**src/rtl/txhw_pkg.sv**
```systemverilog
// Shared types and helpers for the transmit highway slot multiplexer.
// Assumes at most eight highway clock cycles per bit cell.
package txhw_pkg;

    localparam int RATE_W  = 2;
    localparam int PHASE_W = 3;

    typedef enum logic [RATE_W-1:0] {
        RATE_X1 = 2'd0,
        RATE_X2 = 2'd1,
        RATE_X4 = 2'd2,
        RATE_X8 = 2'd3
    } rate_e;

    // Index of the last cycle inside a bit cell.
    function automatic logic [PHASE_W-1:0] last_phase(input rate_e r);
        case (r)
            RATE_X1: return 3'd0;
            RATE_X2: return 3'd1;
            RATE_X4: return 3'd3;
            default: return 3'd7;
        endcase
    endfunction

    // Index of the sampling cycle inside a bit cell (cell midpoint).
    function automatic logic [PHASE_W-1:0] mid_phase(input rate_e r);
        case (r)
            RATE_X1: return 3'd0;
            RATE_X2: return 3'd1;
            RATE_X4: return 3'd2;
            default: return 3'd4;
        endcase
    endfunction

    // Length of a bit cell in clock cycles.
    function automatic logic [PHASE_W:0] cell_len(input rate_e r);
        return {1'b0, last_phase(r)} + 4'd1;
    endfunction

endpackage

```
**src/rtl/txhw_sync_detect.sv**
```systemverilog
// Sync event detector.
// Applies the selected polarity to the sync line and flags the cycle in
// which the line turns from inactive to active. Assumes sync_in is already
// synchronous to clk. The history register resets to "active", so a line
// held active across reset release does not create an event.
module txhw_sync_detect (
    input  logic clk,
    input  logic rst_n,
    input  logic sync_in,
    input  logic sync_inv,
    output logic sync_edge
);

    logic sync_act;
    logic prev_q;

    // Normalise the polarity so that 1 always means active.
    always_comb begin
        sync_act  = sync_in ^ sync_inv;
        sync_edge = sync_act & ~prev_q;
    end

    // Remember last cycle's normalised level for edge detection.
    always_ff @(posedge clk) begin
        if (!rst_n) begin
            prev_q <= 1'b1;
        end else begin
            prev_q <= sync_act;
        end
    end

endmodule

```
**src/rtl/txhw_bit_timer.sv**
```systemverilog
// Bit cell and frame position timer.
// Keeps the cycle phase inside the current bit cell and the frame bit
// position. A sync event forces phase 0 and position (0 - offset) in the
// same cycle. One sample strobe is raised per cell, at the midpoint phase.
// Assumes the frame length is a power of two, so the position wraps
// naturally. Sampling starts only after the first sync event. frame_end
// marks the sample of the last frame bit, but only when bit 0 of the same
// frame was sampled after the most recent sync event.
module txhw_bit_timer
    import txhw_pkg::*;
#(
    parameter int POS_W = 8
) (
    input  logic             clk,
    input  logic             rst_n,
    input  logic             sync_edge,
    input  rate_e            rate,
    input  logic [POS_W-1:0] offset,
    output logic             sample_stb,
    output logic [POS_W-1:0] bit_pos,
    output logic             frame_end
);

    logic [PHASE_W-1:0] phase_q;
    logic [PHASE_W-1:0] cur_phase;
    logic [PHASE_W-1:0] lastp;
    logic [PHASE_W-1:0] midp;
    logic [POS_W-1:0]   pos_q;
    logic [POS_W-1:0]   cur_pos;
    logic               aligned_q;
    logic               started_q;
    logic               started_eff;

    // Effective position of this cycle; a sync event overrides the counters.
    always_comb begin
        lastp       = last_phase(rate);
        midp        = mid_phase(rate);
        cur_phase   = sync_edge ? '0 : phase_q;
        cur_pos     = sync_edge ? ({POS_W{1'b0}} - offset) : pos_q;
        started_eff = sync_edge ? 1'b0 : started_q;
        sample_stb  = (aligned_q | sync_edge) && (cur_phase == midp);
        bit_pos     = cur_pos;
        frame_end   = sample_stb && started_eff && (cur_pos == {POS_W{1'b1}});
    end

    // Advance the phase, and step the frame position at each cell boundary.
    always_ff @(posedge clk) begin
        if (!rst_n) begin
            phase_q <= '0;
            pos_q   <= '0;
        end else if (cur_phase >= lastp) begin
            phase_q <= '0;
            pos_q   <= cur_pos + POS_W'(1);
        end else begin
            phase_q <= cur_phase + PHASE_W'(1);
            pos_q   <= cur_pos;
        end
    end

    // Remember that a sync event has been seen since reset.
    always_ff @(posedge clk) begin
        if (!rst_n) begin
            aligned_q <= 1'b0;
        end else if (sync_edge) begin
            aligned_q <= 1'b1;
        end
    end

    // Track whether bit 0 was sampled since the last sync event.
    always_ff @(posedge clk) begin
        if (!rst_n) begin
            started_q <= 1'b0;
        end else if (sample_stb && (cur_pos == '0)) begin
            started_q <= 1'b1;
        end else begin
            started_q <= started_eff;
        end
    end

endmodule

```
**src/rtl/txhw_slot_select.sv**
```systemverilog
// Per-timeslot source selector.
// Builds one selection flag per timeslot from the global enable and the
// marker map, then routes either the signaling or the data input according
// to the flag of the timeslot now being sampled. Purely combinational.
module txhw_slot_select #(
    parameter int SLOTS      = 32,
    parameter int SLOT_IDX_W = 5
) (
    input  logic                  mux_en,
    input  logic [SLOTS-1:0]      slot_map,
    input  logic [SLOT_IDX_W-1:0] slot_idx,
    input  logic                  ser_data,
    input  logic                  ser_sig,
    output logic                  sel_bit
);

    logic [SLOTS-1:0] slot_use;

    // One selection flag per timeslot.
    for (genvar s = 0; s < SLOTS; s++) begin : g_slot
        assign slot_use[s] = mux_en & slot_map[s];
    end

    // Route the input chosen for the current timeslot.
    always_comb begin
        sel_bit = slot_use[slot_idx] ? ser_sig : ser_data;
    end

endmodule

```
**src/rtl/txhw_frame_asm.sv**
```systemverilog
// Frame assembler.
// Writes each sampled bit into a working frame register, with the bit
// order inside each timeslot reversed so that the first bit received lands
// in the timeslot's MSB. At frame end, the completed frame (including the
// bit sampled in that cycle) is copied to the output register and a
// one-cycle done strobe is raised. Assumes the slot width is a power of two.
module txhw_frame_asm #(
    parameter int FRAME_W   = 256,
    parameter int POS_W     = 8,
    parameter int BIT_IDX_W = 3
) (
    input  logic               clk,
    input  logic               rst_n,
    input  logic               sample_stb,
    input  logic [POS_W-1:0]   bit_pos,
    input  logic               sample_bit,
    input  logic               frame_end,
    output logic [FRAME_W-1:0] frame_out,
    output logic               frame_done
);

    logic [FRAME_W-1:0] asm_q;
    logic [FRAME_W-1:0] asm_next;
    logic [FRAME_W-1:0] out_q;
    logic               done_q;
    logic [POS_W-1:0]   wr_idx;

    // Map the frame position to its place in the output, MSB first per slot.
    always_comb begin
        wr_idx   = {bit_pos[POS_W-1:BIT_IDX_W], ~bit_pos[BIT_IDX_W-1:0]};
        asm_next = asm_q;
        if (sample_stb) begin
            asm_next[wr_idx] = sample_bit;
        end
    end

    // Hold the working frame, and publish it at frame end.
    always_ff @(posedge clk) begin
        if (!rst_n) begin
            asm_q  <= '0;
            out_q  <= '0;
            done_q <= 1'b0;
        end else begin
            asm_q  <= asm_next;
            done_q <= frame_end;
            if (frame_end) begin
                out_q <= asm_next;
            end
        end
    end

    assign frame_out  = out_q;
    assign frame_done = done_q;

endmodule

```
**src/rtl/txhw_slot_mux.sv**
```systemverilog
// Transmit highway slot multiplexer, top level.
// Aligns the frame to a sync event plus a bit offset, samples each bit
// cell at its midpoint, picks the source input per timeslot from a marker
// map, and presents each complete frame with a one-cycle done strobe.
// Assumes all inputs are synchronous to clk and that SLOTS and SLOT_W are
// powers of two.
module txhw_slot_mux
    import txhw_pkg::*;
#(
    parameter  int SLOTS      = 32,
    parameter  int SLOT_W     = 8,
    localparam int FRAME_W    = SLOTS * SLOT_W,
    localparam int POS_W      = $clog2(FRAME_W),
    localparam int SLOT_IDX_W = $clog2(SLOTS),
    localparam int BIT_IDX_W  = $clog2(SLOT_W)
) (
    input  logic               clk,
    input  logic               rst_n,
    input  logic               sync_in,
    input  logic               sync_inv,
    input  logic               ser_data,
    input  logic               ser_sig,
    input  logic [RATE_W-1:0]  rate_sel,
    input  logic [POS_W-1:0]   bit_offset,
    input  logic               mux_en,
    input  logic [SLOTS-1:0]   slot_map,
    output logic [FRAME_W-1:0] frame_out,
    output logic               frame_done
);

    logic                  sync_edge;
    logic                  sample_stb;
    logic [POS_W-1:0]      bit_pos;
    logic [SLOT_IDX_W-1:0] slot_idx;
    logic                  frame_end;
    logic                  sel_bit;

    assign slot_idx = bit_pos[POS_W-1:BIT_IDX_W];

    txhw_sync_detect u_sync (
        .clk       (clk),
        .rst_n     (rst_n),
        .sync_in   (sync_in),
        .sync_inv  (sync_inv),
        .sync_edge (sync_edge)
    );

    txhw_bit_timer #(
        .POS_W (POS_W)
    ) u_timer (
        .clk        (clk),
        .rst_n      (rst_n),
        .sync_edge  (sync_edge),
        .rate       (rate_e'(rate_sel)),
        .offset     (bit_offset),
        .sample_stb (sample_stb),
        .bit_pos    (bit_pos),
        .frame_end  (frame_end)
    );

    txhw_slot_select #(
        .SLOTS      (SLOTS),
        .SLOT_IDX_W (SLOT_IDX_W)
    ) u_select (
        .mux_en   (mux_en),
        .slot_map (slot_map),
        .slot_idx (slot_idx),
        .ser_data (ser_data),
        .ser_sig  (ser_sig),
        .sel_bit  (sel_bit)
    );

    txhw_frame_asm #(
        .FRAME_W   (FRAME_W),
        .POS_W     (POS_W),
        .BIT_IDX_W (BIT_IDX_W)
    ) u_asm (
        .clk        (clk),
        .rst_n      (rst_n),
        .sample_stb (sample_stb),
        .bit_pos    (bit_pos),
        .sample_bit (sel_bit),
        .frame_end  (frame_end),
        .frame_out  (frame_out),
        .frame_done (frame_done)
    );

endmodule

```
**config.mk**
```make
export PLATFORM = sky130hd
export DESIGN_NAME = txhw_slot_mux
export DESIGN_NICKNAME = d
export VERILOG_FILES = /design/src/rtl/txhw_pkg.sv /design/src/rtl/txhw_sync_detect.sv /design/src/rtl/txhw_bit_timer.sv /design/src/rtl/txhw_slot_select.sv /design/src/rtl/txhw_frame_asm.sv /design/src/rtl/txhw_slot_mux.sv
export SDC_FILE = /design/constraint.sdc
export NUM_CORES = 1
export LEC_CHECK = 0
export CORE_MARGIN = 1.5
export CORE_UTILIZATION = 55
export CTS_CLUSTER_SIZE = 40
export DETAILED_ROUTE_END_ITERATION = 6
export DONT_BUFFER_PORTS = 1
export GPL_TIMING_DRIVEN = 0
export PLACE_DENSITY = 0.7
export SETUP_SLACK_MARGIN = 0.4
export SLEW_MARGIN = 20
export SYNTH_ARGS = -nofsm -noshare
export SYNTH_HDL_FRONTEND = slang
export SYNTH_HIERARCHICAL = 1
export SYNTH_SLANG_ARGS = --single-unit
```
**constraint.sdc**
```tcl
create_clock -name clk -period 4.5 [get_ports clk]
set_clock_uncertainty 0.05 [all_clocks]
set_input_delay 0.225 -clock clk [delete_from_list [all_inputs] [get_ports clk]]
set_output_delay 0.225 -clock clk [all_outputs]
set_load 0.01 [all_outputs]
```
Yosys cells after proc, flatten, opt, wreduce, memory -nomap -nowiden
Index checks and enable logic that the tools add are counted.

word-level totals
  word-level logic and storage cells = 79
  flip-flop bits (word level) = 527

operators by class
  $add $sub $neg = 3
  reductions and logical operators = 8
  magnitude comparators = 4
  bitwise operators = 38
  equal/unequal tests = 4
  muxes and demuxes = 14

operator list
  operator               count
  $bwmux W256            1
  $mux W256              1
  $and A1 B1 Y1          33
  $pmux W3 S3            2
  $mux W8                2
  $lt A8 B9 Y1 const B   1
  $add A8 B1 Y8 const B  1
  $demux W1 S8           1
  $eq A8 B8 Y1 const B   1
  $ge A8 B1 Y1 const B   1
  $logic_not A8 Y1       1
  $sub A1 B8 Y8 const A  1
  $lt A5 B6 Y1 const B   1
  $bmux W1 S5            1
  $logic_and A1 B1 Y1    5
  $mux W1                5
  $add A3 B1 Y3 const B  1
  $eq A3 B3 Y1           1
  $ge A3 B3 Y1           1
  $mux W3                1
  $not A3 Y3             1
  $eq A2 B1 Y1 const B   1
  $eq A2 B2 Y1 const B   1
  $logic_not A2 Y1       1
  4 further kinds        5

Depth between registers and ports, before layout
Gate-level depths: netlist (run 1).

  word-level depth = 10
  depth in mapped cells = 17
  mapped depth without buffers = 13

Modules after synthesis
The synthesis (run 1) kept the hierarchy.

modules (own cells, without submodules)
  module            area an instance (um^2)  cells each  instances
  txhw_frame_asm    21356.7                  2161        1
  txhw_bit_timer    1082.3                   132         1
  txhw_slot_select  329.1                    30          1
  txhw_sync_detect  36.3                     4           1

Worst setup path after synthesis (run 1)
OpenSTA, ideal clock, no wires.

  path kind = in2reg
  start point = in sync_in
  end point = reg u_asm.out_q[100], in the netlist u_asm/frame_out[100]
  path buffers = 8
  data required time = 4314 ps
  data arrival time = 3574 ps
  stages on the path = 17
  setup slack = 740 ps
  library setup time = 136 ps
  cells stage by stage = xnor2_1 nor2_1 clkbuf_1 buf_2 buf_2 nor2b_1 ha_1 nand2_1 o32ai_1 nand4_1 nor4_1 buf_2 buf_2 buf_2 clkbuf_1 clkbuf_1 a31oi_1

on the way
  elaborated cells between the ends (all ways) = 22
  classes of those cells = order compare (2); eq/ne (2); mux (10); bitwise (4); reduce/logical (4)

RTL lines
  element                              RTL line                RTL
  from (decl)                          txhw_slot_mux.sv:19     input logic sync_in,
  $xor A1 B1 Y1 *                      txhw_sync_detect.sv:19  sync_act = sync_in ^ sync_inv;
  $and A1 B1 Y1 *                      txhw_sync_detect.sv:20  sync_edge = sync_act & ~prev_q;
  net sync_edge                        txhw_slot_mux.sv:31     logic sync_edge;
  $mux W3                              txhw_bit_timer.sv:38    cur_phase = sync_edge ? '0 : phase_q;
  $eq A3 B3 Y1                         txhw_bit_timer.sv:41    sample_stb = (aligned_q | sync_edge) && (cur_phase == midp);
  $logic_and A1 B1 Y1 *                txhw_bit_timer.sv:41
  net sample_stb                       txhw_slot_mux.sv:32     logic sample_stb;
  $logic_and A1 B1 Y1 * (2 in series)  txhw_bit_timer.sv:43    frame_end = sample_stb && started_eff && (cur_pos == {POS_W{1'b1}});
  net frame_end                        txhw_slot_mux.sv:35     logic frame_end;
  to (signal assigned)                 txhw_frame_asm.sv:47    out_q <= asm_next;
  to (decl)                            txhw_frame_asm.sv:24    logic [FRAME_W-1:0] out_q;

The timed path passes the listed nets; every way through them passes the cells marked *. The select of a mux whose other input is x is not followed.
A chain may end at the register's enable or synchronous reset.

Final worst setup path (run 1)
  start point = reg u_sync.prev_q
  end point = reg u_asm.asm_q[112]

on the way
  elaborated cells between the ends (all ways) = 18
  classes of those cells = order compare (2); eq/ne (1); mux (9); bitwise (4); reduce/logical (2)

RTL lines
  element                 RTL line                RTL
  from (decl)             txhw_sync_detect.sv:15  logic prev_q;
  from (signal assigned)  txhw_sync_detect.sv:28  prev_q <= sync_act;
  $not A1 Y1 *            txhw_sync_detect.sv:20
  $and A1 B1 Y1 *         txhw_sync_detect.sv:20
  net sync_edge           txhw_slot_mux.sv:31
  $mux W3                 txhw_bit_timer.sv:38
  $eq A3 B3 Y1            txhw_bit_timer.sv:41
  $logic_and A1 B1 Y1 *   txhw_bit_timer.sv:41
  net sample_stb          txhw_slot_mux.sv:32
  $mux W256 *             txhw_frame_asm.sv:32    if (sample_stb) begin
  to (signal assigned)    txhw_frame_asm.sv:44    asm_q <= asm_next;
  to (decl)               txhw_frame_asm.sv:22    logic [FRAME_W-1:0] asm_q;

Marks and branches as above.

==> results of run 1 <==
worst max-delay path by stage:
| stage | startpoint | end | slack (ps) |
|---|---|---|---|
| after floorplan | sync_in | u_asm/frame_out[100] | 740 |
| after global placement | sync_in | u_asm/frame_out[126] | -850 |
| after detailed placement | sync_in | u_asm/frame_out[126] | -1050 |
| after CTS | u_sync/prev_q | u_asm/frame_out[231] | 440 |
| after global routing | u_sync/prev_q | u_asm/asm_q[112] | 380 |
| final | u_sync/prev_q | u_asm/asm_q[112] | 480 |
routing by layer:
layer	share of wire, %	routed length [um]	vias to the layer above	global-route usage, %
met1	38	32400	10200	48.7
met5	0.038	33	-	0
met2	44	37500	1436	59.5
met3	13	11400	285	13.4
li1	-	-	9212	-
met4	5.4	4640	4	21.8
state kept, by name, summed over array words and instances (netlist names):
register / count
u_timer/aligned_q: 1
u_timer/pos_q: 8
u_asm/frame_done: 1
u_sync/prev_q: 1
u_timer/phase_q: 3
u_timer/started_q: 1
u_asm/asm_q: 256
u_asm/frame_out: 256
area by class of cell:
| cell class | instances | area (um2) | share of cell area [%] |
|---|---|---|---|
| multi-input cells | 1461 | 10700 | 42.0 |
| flip-flops and latches | 527 | 10600 | 41.5 |
| plain buffers | 326 | 1680 | 6.58 |
| clock buffers | 78 | 1540 | 6.05 |
| well taps | 532 | 666 | 2.62 |
| clock inverters | 15 | 188 | 0.737 |
| repair buffers | 10 | 90.1 | 0.354 |
| inverters | 13 | 48.8 | 0.192 |
| diodes | 2 | 5.00 | 0.0197 |
cell families (layout without fill, tap and decap cells):
family                     Yosys count  in the layout  synth area share (%)
xor gates and xnor gates             8              8                 0.307
muxes                               20             20                  1.27
adders and majority gates            7              7                 0.384
AOI/OAI and AO/OA                 1051           1051                  33.5
DFF                                527            527                  46.3
buffers and inverters              339            442                  7.05
other                                0              2                     0
and+or+nand+nor                    375            375                  11.2
cell usage after synthesis (3+ instances only):
| library cell | instances |
|---|---|
| a21boi_0 | 125 |
| a21boi_1 | 131 |
| a21oi_1 | 4 |
| a31oi_1 | 259 |
| and3_1 | 3 |
| and4b_1 | 4 |
| and4bb_2 | 4 |
| buf_1 | 27 |
| buf_12 | 5 |
| buf_2 | 72 |
| buf_4 | 9 |
| buf_6 | 17 |
| clkbuf_1 | 194 |
| dfxtp_1 | 527 |
| ha_1 | 7 |
| inv_1 | 13 |
| mux2_2 | 3 |
| mux2i_1 | 10 |
| mux4_1 | 5 |
| nand2_1 | 14 |
| nand2b_1 | 5 |
| nand3_1 | 4 |
| nand4_1 | 259 |
| nand4b_2 | 4 |
| nand4bb_1 | 6 |
| nor2_1 | 16 |
| nor2b_1 | 11 |
| nor3_1 | 4 |
| nor3b_1 | 3 |
| nor4b_4 | 4 |
| nor4bb_1 | 3 |
| o211ai_1 | 3 |
| o21ai_0 | 257 |
| o31ai_1 | 207 |
| o31ai_4 | 50 |
| or4b_4 | 3 |
| xnor2_1 | 7 |
through the flow:
step / instance area (um2) / setup TNS [ps]
detailed placement: 23500 / -271440
finish: 25500 / 0
CTS: 25400 / 0
global route: 25400 / 0
global placement: 23500 / -213140
floorplan: 22800 / 0
layout by cell type (no fill, tap or decap), types with 6 or more instances in the layout:
cell,synthesis,routed
nor2_1,16,16
dlygate4sd3_1,0,6
o31ai_1,207,207
a31oi_1,259,259
buf_1,27,22
o21ai_0,257,257
clkinv_2,0,7
clkbuf_1,194,163
nand2_1,14,14
o31ai_4,50,50
inv_1,13,12
clkbuf_8,0,12
buf_2,72,73
buf_4,9,18
nor2b_1,11,11
buf_6,17,19
clkbuf_2,2,32
nand4bb_1,6,6
xnor2_1,7,7
dfxtp_1,527,527
mux2i_1,10,10
clkbuf_16,0,53
ha_1,7,7
clkbuf_4,0,10
nand4_1,259,259
a21boi_0,125,124
a21boi_1,131,132
power groups by stage:
stage	Clock, mW	Combinational [mW]	Sequential [mW]
after floorplan	0	0.932	4.79
after global placement	0	1.58	4.79
after detailed placement	0	1.59	4.79
after CTS	4.47	1.62	4.69
after global routing	4.66	1.74	4.69
final	4.45	1.73	4.69
what timing repair did:
item / CTS / global route
setup buffers: 1 / 3
gates resized for setup: 54 / 42
gates cloned: 0 / 0
endpoints found under the hold margin: 8 / 0
hold buffers: 6 / 0
endpoints found under the setup margin: 513 / 505
pin swaps: 1 / 1
critical path, cell delays in order, from the launching register on:
cell and delay (ps):
dfxtp_1 300, nor2_1 90, clkbuf_2 190, buf_4 230, buf_2 230, nor2b_1 100
ha_1 350, nand2_1 130, o32ai_4 110, buf_4 180, buf_4 130, nand3b_1 80
clkbuf_1 570, clkbuf_1 710, o31ai_1 240, a21boi_0 240
==> flow_results.xml, run 1 <==
<?xml version="1.0" encoding="UTF-8"?>
<metrics>
  <group name="min_path">
    <metric name="hold_path_depth" unit="">4</metric>
    <metric name="min-delay-path-class" unit="">input pin to flop</metric>
    <metric name="worst_hold_path.endpoint" unit="">u_timer/pos_q[5]</metric>
    <metric name="hp-start" unit="">bit_offset[4]</metric>
  </group>
  <group name="finish">
    <metric name="proportion_of_layout_cells_with_a_drive_suffix_above_1" unit="%">13.4</metric>
    <metric name="layout_stage_area_growth_over_the_synthesis_result" unit="%">11.6</metric>
    <metric name="layout.core_utilization" unit="%">62.3</metric>
    <metric name="final_net_count" unit="">2448</metric>
    <metric name="layout.filler_cells" unit="">3435</metric>
    <metric name="finish.cell_count_without_fillers" unit="">2964</metric>
  </group>
  <group name="pwr">
    <metric name="internal-power" unit="mW">7.60</metric>
    <metric name="pwr-share-seq" unit="%">43.2</metric>
    <metric name="total_power" unit="mW">10.9</metric>
    <metric name="psw" unit="mW">3.26</metric>
    <metric name="power_per_cell_area" unit="mW/mm2">427</metric>
    <metric name="clockPowerShare" unit="%">40.9</metric>
    <metric name="netSwitchingFraction" unit="%">30.0</metric>
    <metric name="max-vdd-ir-drop" unit="V">0.000295</metric>
    <metric name="power_leakage" unit="nW">8.26</metric>
    <metric name="gate_power_share" unit="%">15.9</metric>
  </group>
  <group name="placement">
    <metric name="dp_hpwl" unit="um">57900</metric>
    <metric name="number_of_placed_cells_counting_well_taps" unit="">2859</metric>
    <metric name="setup_slack_after_placement" unit="ps">-1050</metric>
    <metric name="quantity_of_i_o_buffers_inserted_on_ports" unit="">0</metric>
    <metric name="gpl.final_weighted_congestion" unit="">0.912</metric>
  </group>
  <group name="global_routing">
    <metric name="grt_antenna_before_repair" unit="">3</metric>
    <metric name="grt_start_max_net_pins" unit="">16</metric>
    <metric name="wire_length_of_the_first_global_routing_pass" unit="um">126000</metric>
    <metric name="first_global_vias" unit="">20400</metric>
    <metric name="gr-total-overflow" unit="">0</metric>
    <metric name="globalRouteTotalUtil" unit="%">39.2</metric>
  </group>
  <group name="floorplanning">
    <metric name="die-area" unit="mm2">0.0427</metric>
    <metric name="initial_utilization" unit="%">55.8</metric>
    <metric name="row_count" unit="">74</metric>
    <metric name="die-width" unit="um">207</metric>
    <metric name="core_area" unit="mm2">0.0408</metric>
    <metric name="die_height" unit="um">207</metric>
    <metric name="pin_count" unit="">306</metric>
  </group>
  <group name="sta">
    <metric name="drv_slew" unit="">0</metric>
    <metric name="maximum_clock_frequency" unit="MHz">249</metric>
    <metric name="grt_setup_unrepaired" unit="">true</metric>
    <metric name="worst_hold_slack" unit="ps">18.5</metric>
    <metric name="final_period_minus_worst_setup_slack" unit="ps">4020</metric>
    <metric name="period_share" unit="%">89.3</metric>
    <metric name="final_hold_viol_count" unit="">0</metric>
    <metric name="layout_setup_ws" unit="ps">481</metric>
    <metric name="report.final.setup_viol" unit="">0</metric>
    <metric name="tightest_slew" unit="ps">1220</metric>
    <metric name="worst_slew_margin_rel" unit="%">18.9</metric>
  </group>
  <group name="clock_network">
    <metric name="buffer_levels_on_the_longest_clock_path" unit="">3</metric>
    <metric name="clk_latency" unit="ps">610</metric>
    <metric name="tritoncts_num_sinks" unit="">527</metric>
    <metric name="cts_tree" unit="">built</metric>
    <metric name="cts.htree.levels" unit="">2</metric>
    <metric name="cts_made_buffers" unit="">53</metric>
    <metric name="cts.root.buffer_cell" unit="">clkbuf_16</metric>
    <metric name="clk_pin_slew" unit="ps">60</metric>
  </group>
  <group name="critical_path">
    <metric name="crit-reg2reg-capture" unit="">u_asm/asm_q[112]</metric>
    <metric name="worst_r2r_startpoint" unit="">u_sync/prev_q</metric>
    <metric name="r2r_setup_slack" unit="ps">480</metric>
    <metric name="startpoint_type" unit="">flop</metric>
    <metric name="timing.critical_path.to_type" unit="">flop</metric>
    <metric name="cp.required" unit="ps">4980</metric>
    <metric name="path_class" unit="">flop to flop</metric>
    <metric name="reg2regPathDepth" unit="">15</metric>
    <metric name="path_max_fanout" unit="">10</metric>
    <metric name="worstPathArrival" unit="ps">4490</metric>
  </group>
  <group name="route">
    <metric name="detail_route.drc_violations" unit="">0</metric>
    <metric name="routed_wirelength" unit="um">86000</metric>
    <metric name="drtPass1Iterations" unit="">6</metric>
    <metric name="via_count" unit="">21100</metric>
    <metric name="route.antenna.remaining_nets" unit="">0</metric>
    <metric name="detail_route.iter0.violations" unit="">2655</metric>
    <metric name="vias_per_cell" unit="">7.13</metric>
    <metric name="detail_route.wl_per_cell" unit="um">29.0</metric>
  </group>
  <group name="synth">
    <metric name="synth-async-reset-ratio" unit="%">0</metric>
    <metric name="synth_enable_flop_cells" unit="">0</metric>
    <metric name="synth_cells" unit="">2327</metric>
    <metric name="syn-mean-instance-area" unit="um2">9.80</metric>
    <metric name="synth.largest_area_cell" unit="">dfxtp_1</metric>
    <metric name="ys_seq_elements" unit="">527</metric>
    <metric name="synth_area" unit="mm2">0.0228</metric>
    <metric name="yosys_most_used_dff" unit="">dfxtp_1</metric>
    <metric name="post_synth_main_area_contributors" unit="">dfxtp_1, a31oi_1, nand4_1</metric>
    <metric name="mappedNetlistNets" unit="">2383</metric>
    <metric name="netlist_cell_types" unit="">75</metric>
    <metric name="post-synth-top-area-fraction" unit="%">46.3</metric>
    <metric name="ys_warn_count" unit="">6</metric>
    <metric name="synth-seq-area-share" unit="%">46.3</metric>
  </group>
  <group name="status">
    <metric name="run_status" unit="">complete, no violations</metric>
  </group>
  <group name="run">
    <metric name="drv_cap" unit="">0</metric>
  </group>
</metrics>
Power figures use the tool's default switching activity.
==> run 2: changes to the inputs <==
--- a/config.mk
+++ b/config.mk
@@ -5,7 +5,7 @@
 export SDC_FILE = /design/constraint.sdc
 export NUM_CORES = 1
 export LEC_CHECK = 0
-export CORE_MARGIN = 1.5
+export CORE_MARGIN = 2
 export CORE_UTILIZATION = 55
 export CTS_CLUSTER_SIZE = 40
 export DETAILED_ROUTE_END_ITERATION = 6
==> flow_results.xml, run 2 (synthesis gave the netlist of run 1 again) <==
<?xml version="1.0" encoding="UTF-8"?>
<metrics>
  <group name="status">
    <metric name="run_status" unit="">complete, no violations</metric>
  </group>
  <group name="floorplanning">
    <metric name="row_count" unit="">74</metric>
    <metric name="initial_utilization" unit="%">55.7</metric>
    <metric name="die-area" unit="mm2">0.0431</metric>
    <metric name="die_height" unit="um">208</metric>
    <metric name="pin_count" unit="">306</metric>
    <metric name="core_area" unit="mm2">0.0409</metric>
    <metric name="die-width" unit="um">208</metric>
  </group>
  <group name="critical_path">
    <metric name="path_max_fanout" unit="">10</metric>
    <metric name="r2r_setup_slack" unit="ps">510</metric>
    <metric name="timing.critical_path.to_type" unit="">flop</metric>
    <metric name="timing.critical_path.buf_inv" unit="">6</metric>
    <metric name="ordered_list_of_cells_on_the_worst_path" unit="">nor2_1, clkbuf_2, buf_4, buf_2, nor2b_1, ha_1, nand2_1, o32ai_4, buf_4, and3_1, buf_2, clkbuf_1, nand4_1, a31oi_1</metric>
    <metric name="worstPathArrival" unit="ps">4480</metric>
    <metric name="critical-path-top-delay-family" unit="">buffers and inverters</metric>
    <metric name="startpoint_type" unit="">flop</metric>
    <metric name="crit_path_max_incr_delay" unit="ps">670</metric>
    <metric name="critical_path.slowest_cell" unit="">clkbuf_1</metric>
    <metric name="cp.required" unit="ps">4990</metric>
    <metric name="path_class" unit="">flop to flop</metric>
  </group>
  <group name="clock_network">
    <metric name="cts_tree" unit="">built</metric>
    <metric name="cts_made_buffers" unit="">55</metric>
    <metric name="cts.htree.levels" unit="">2</metric>
    <metric name="tritoncts_num_sinks" unit="">527</metric>
    <metric name="cts.root.buffer_cell" unit="">clkbuf_16</metric>
    <metric name="clk_pin_slew" unit="ps">60</metric>
    <metric name="clk_latency" unit="ps">630</metric>
    <metric name="buffer_levels_on_the_longest_clock_path" unit="">3</metric>
  </group>
  <group name="pwr">
    <metric name="power_leakage" unit="nW">8.31</metric>
    <metric name="max-vdd-ir-drop" unit="V">0.000310</metric>
    <metric name="internal-power" unit="mW">7.64</metric>
    <metric name="psw" unit="mW">3.28</metric>
    <metric name="netSwitchingFraction" unit="%">30.0</metric>
    <metric name="power_per_cell_area" unit="mW/mm2">428</metric>
    <metric name="pwr-share-seq" unit="%">42.9</metric>
    <metric name="gate_power_share" unit="%">15.6</metric>
    <metric name="clockPowerShare" unit="%">41.4</metric>
  </group>
  <group name="global_routing">
    <metric name="grt_start_max_net_pins" unit="">16</metric>
    <metric name="first_global_vias" unit="">20700</metric>
    <metric name="wire_length_of_the_first_global_routing_pass" unit="um">129000</metric>
    <metric name="globalRouteTotalUtil" unit="%">38.4</metric>
    <metric name="gr-total-overflow" unit="">0</metric>
    <metric name="grt_antenna_before_repair" unit="">0</metric>
  </group>
  <group name="sta">
    <metric name="maximum_clock_frequency" unit="MHz">251</metric>
    <metric name="tightest_slew" unit="ps">1170</metric>
    <metric name="setup_tns" unit="ps">0</metric>
    <metric name="grt_setup_unrepaired" unit="">true</metric>
    <metric name="worst_hold_slack" unit="ps">18.9</metric>
    <metric name="final_hold_viol_count" unit="">0</metric>
    <metric name="worst_slew_margin_rel" unit="%">22.2</metric>
    <metric name="report.final.setup_viol" unit="">0</metric>
    <metric name="drv_slew" unit="">0</metric>
    <metric name="period_share" unit="%">88.6</metric>
    <metric name="layout_setup_ws" unit="ps">512</metric>
    <metric name="final_period_minus_worst_setup_slack" unit="ps">3990</metric>
  </group>
  <group name="route">
    <metric name="detail_route.wl_per_cell" unit="um">29.1</metric>
    <metric name="detail_route.iter0.violations" unit="">2663</metric>
    <metric name="drtPass1Iterations" unit="">5</metric>
    <metric name="detail_route.drc_violations" unit="">0</metric>
    <metric name="route.antenna.remaining_nets" unit="">0</metric>
    <metric name="via_count" unit="">21200</metric>
    <metric name="vias_per_cell" unit="">7.15</metric>
    <metric name="routed_wirelength" unit="um">86400</metric>
  </group>
  <group name="finish">
    <metric name="layout_stage_area_growth_over_the_synthesis_result" unit="%">11.9</metric>
    <metric name="final_cell_mix" unit="">dfxtp_1, nand4_1, a31oi_1, o21ai_0, o31ai_1</metric>
    <metric name="final_common_cell" unit="">dfxtp_1</metric>
    <metric name="final_area" unit="mm2">0.0255</metric>
    <metric name="final_antenna_diode_count" unit="">0</metric>
    <metric name="final_net_count" unit="">2453</metric>
    <metric name="layout.core_utilization" unit="%">62.4</metric>
    <metric name="proportion_of_layout_cells_with_a_drive_suffix_above_1" unit="%">13.6</metric>
  </group>
  <group name="placement">
    <metric name="dp_hpwl" unit="um">58500</metric>
    <metric name="setup_slack_after_placement" unit="ps">-901</metric>
    <metric name="quantity_of_i_o_buffers_inserted_on_ports" unit="">0</metric>
    <metric name="gpl.final_weighted_congestion" unit="">0.901</metric>
    <metric name="placement.cell_area" unit="mm2">0.0235</metric>
  </group>
  <group name="run">
    <metric name="drv_cap" unit="">0</metric>
  </group>
  <group name="min_path">
    <metric name="min-delay-path-class" unit="">input pin to flop</metric>
  </group>
</metrics>
## run 2: timing repair
action / CTS / global route
setup buffers: 4 / 3
hold buffers: 6 / 0
gates resized for setup: 50 / 51
hold endpoints to repair: 8 / 0
cloned: 0 / 0
endpoints found under the setup margin: 513 / 495
## run 2: metrics by stage
step	std cells	power, mW
after floorplan	2327	5.72
after global placement	2859	6.37
after detailed placement	2859	6.38
after CTS	2967	10.9
after global routing	2970	11.2
final	2970	10.9
## run 2: cell type report
| cell class | count | area (um2) |
|---|---|---|
| Sequential cell | 527 | 10600 |
| Clock inverter | 9 | 85.1 |
| Fill cell | 3542 | 15400 |
| Multi-Input combinational cell | 1461 | 10700 |
| Clock buffer | 89 | 1710 |
| Tap cell | 532 | 666 |
| Timing Repair Buffer | 13 | 113 |
| Buffer | 326 | 1670 |
| Inverter | 13 | 48.8 |
## run 2: final timing paths
kind,cells past startpoint,start,to
worst max-delay path,14,u_sync/prev_q,u_asm/frame_out[41]
worst min-delay path,4,bit_offset[4],u_timer/pos_q[5]
worst max register to register,14,u_sync/prev_q,u_asm/frame_out[41]
worst min register to register,2,u_asm/asm_q[30],u_asm/asm_q[30]
## run 2: worst reg2reg max path, delay by kind of cell, from the launching register on
family	cells	cell delay, ps
and+or+nand+nor	5	700
AOI/OAI and AO/OA	2	620
buffers and inverters	6	1910
adders and majority gates	1	340
DFF	1	300
## run 2: power groups by stage
| stage | Clock, mW | Sequential, mW | Combinational [mW] |
|---|---|---|---|
| 5_1_grt | 4.75 | 4.69 | 1.72 |
| 3_3_place_gp | 0 | 4.79 | 1.58 |
| 4_1_cts | 4.57 | 4.69 | 1.62 |
| 6_report | 4.53 | 4.69 | 1.71 |
| 3_5_place_dp | 0 | 4.79 | 1.59 |
| 2_1_floorplan | 0 | 4.79 | 0.932 |
## run 2: per-layer routing
metal	global-route usage [%]	up-vias	wire length [um]
met5	1.22	-	76
met4	19.9	2	4720
met3	13.2	280	11200
met2	58.5	1434	38000
met1	48.1	10300	32400
li1	-	9219	-
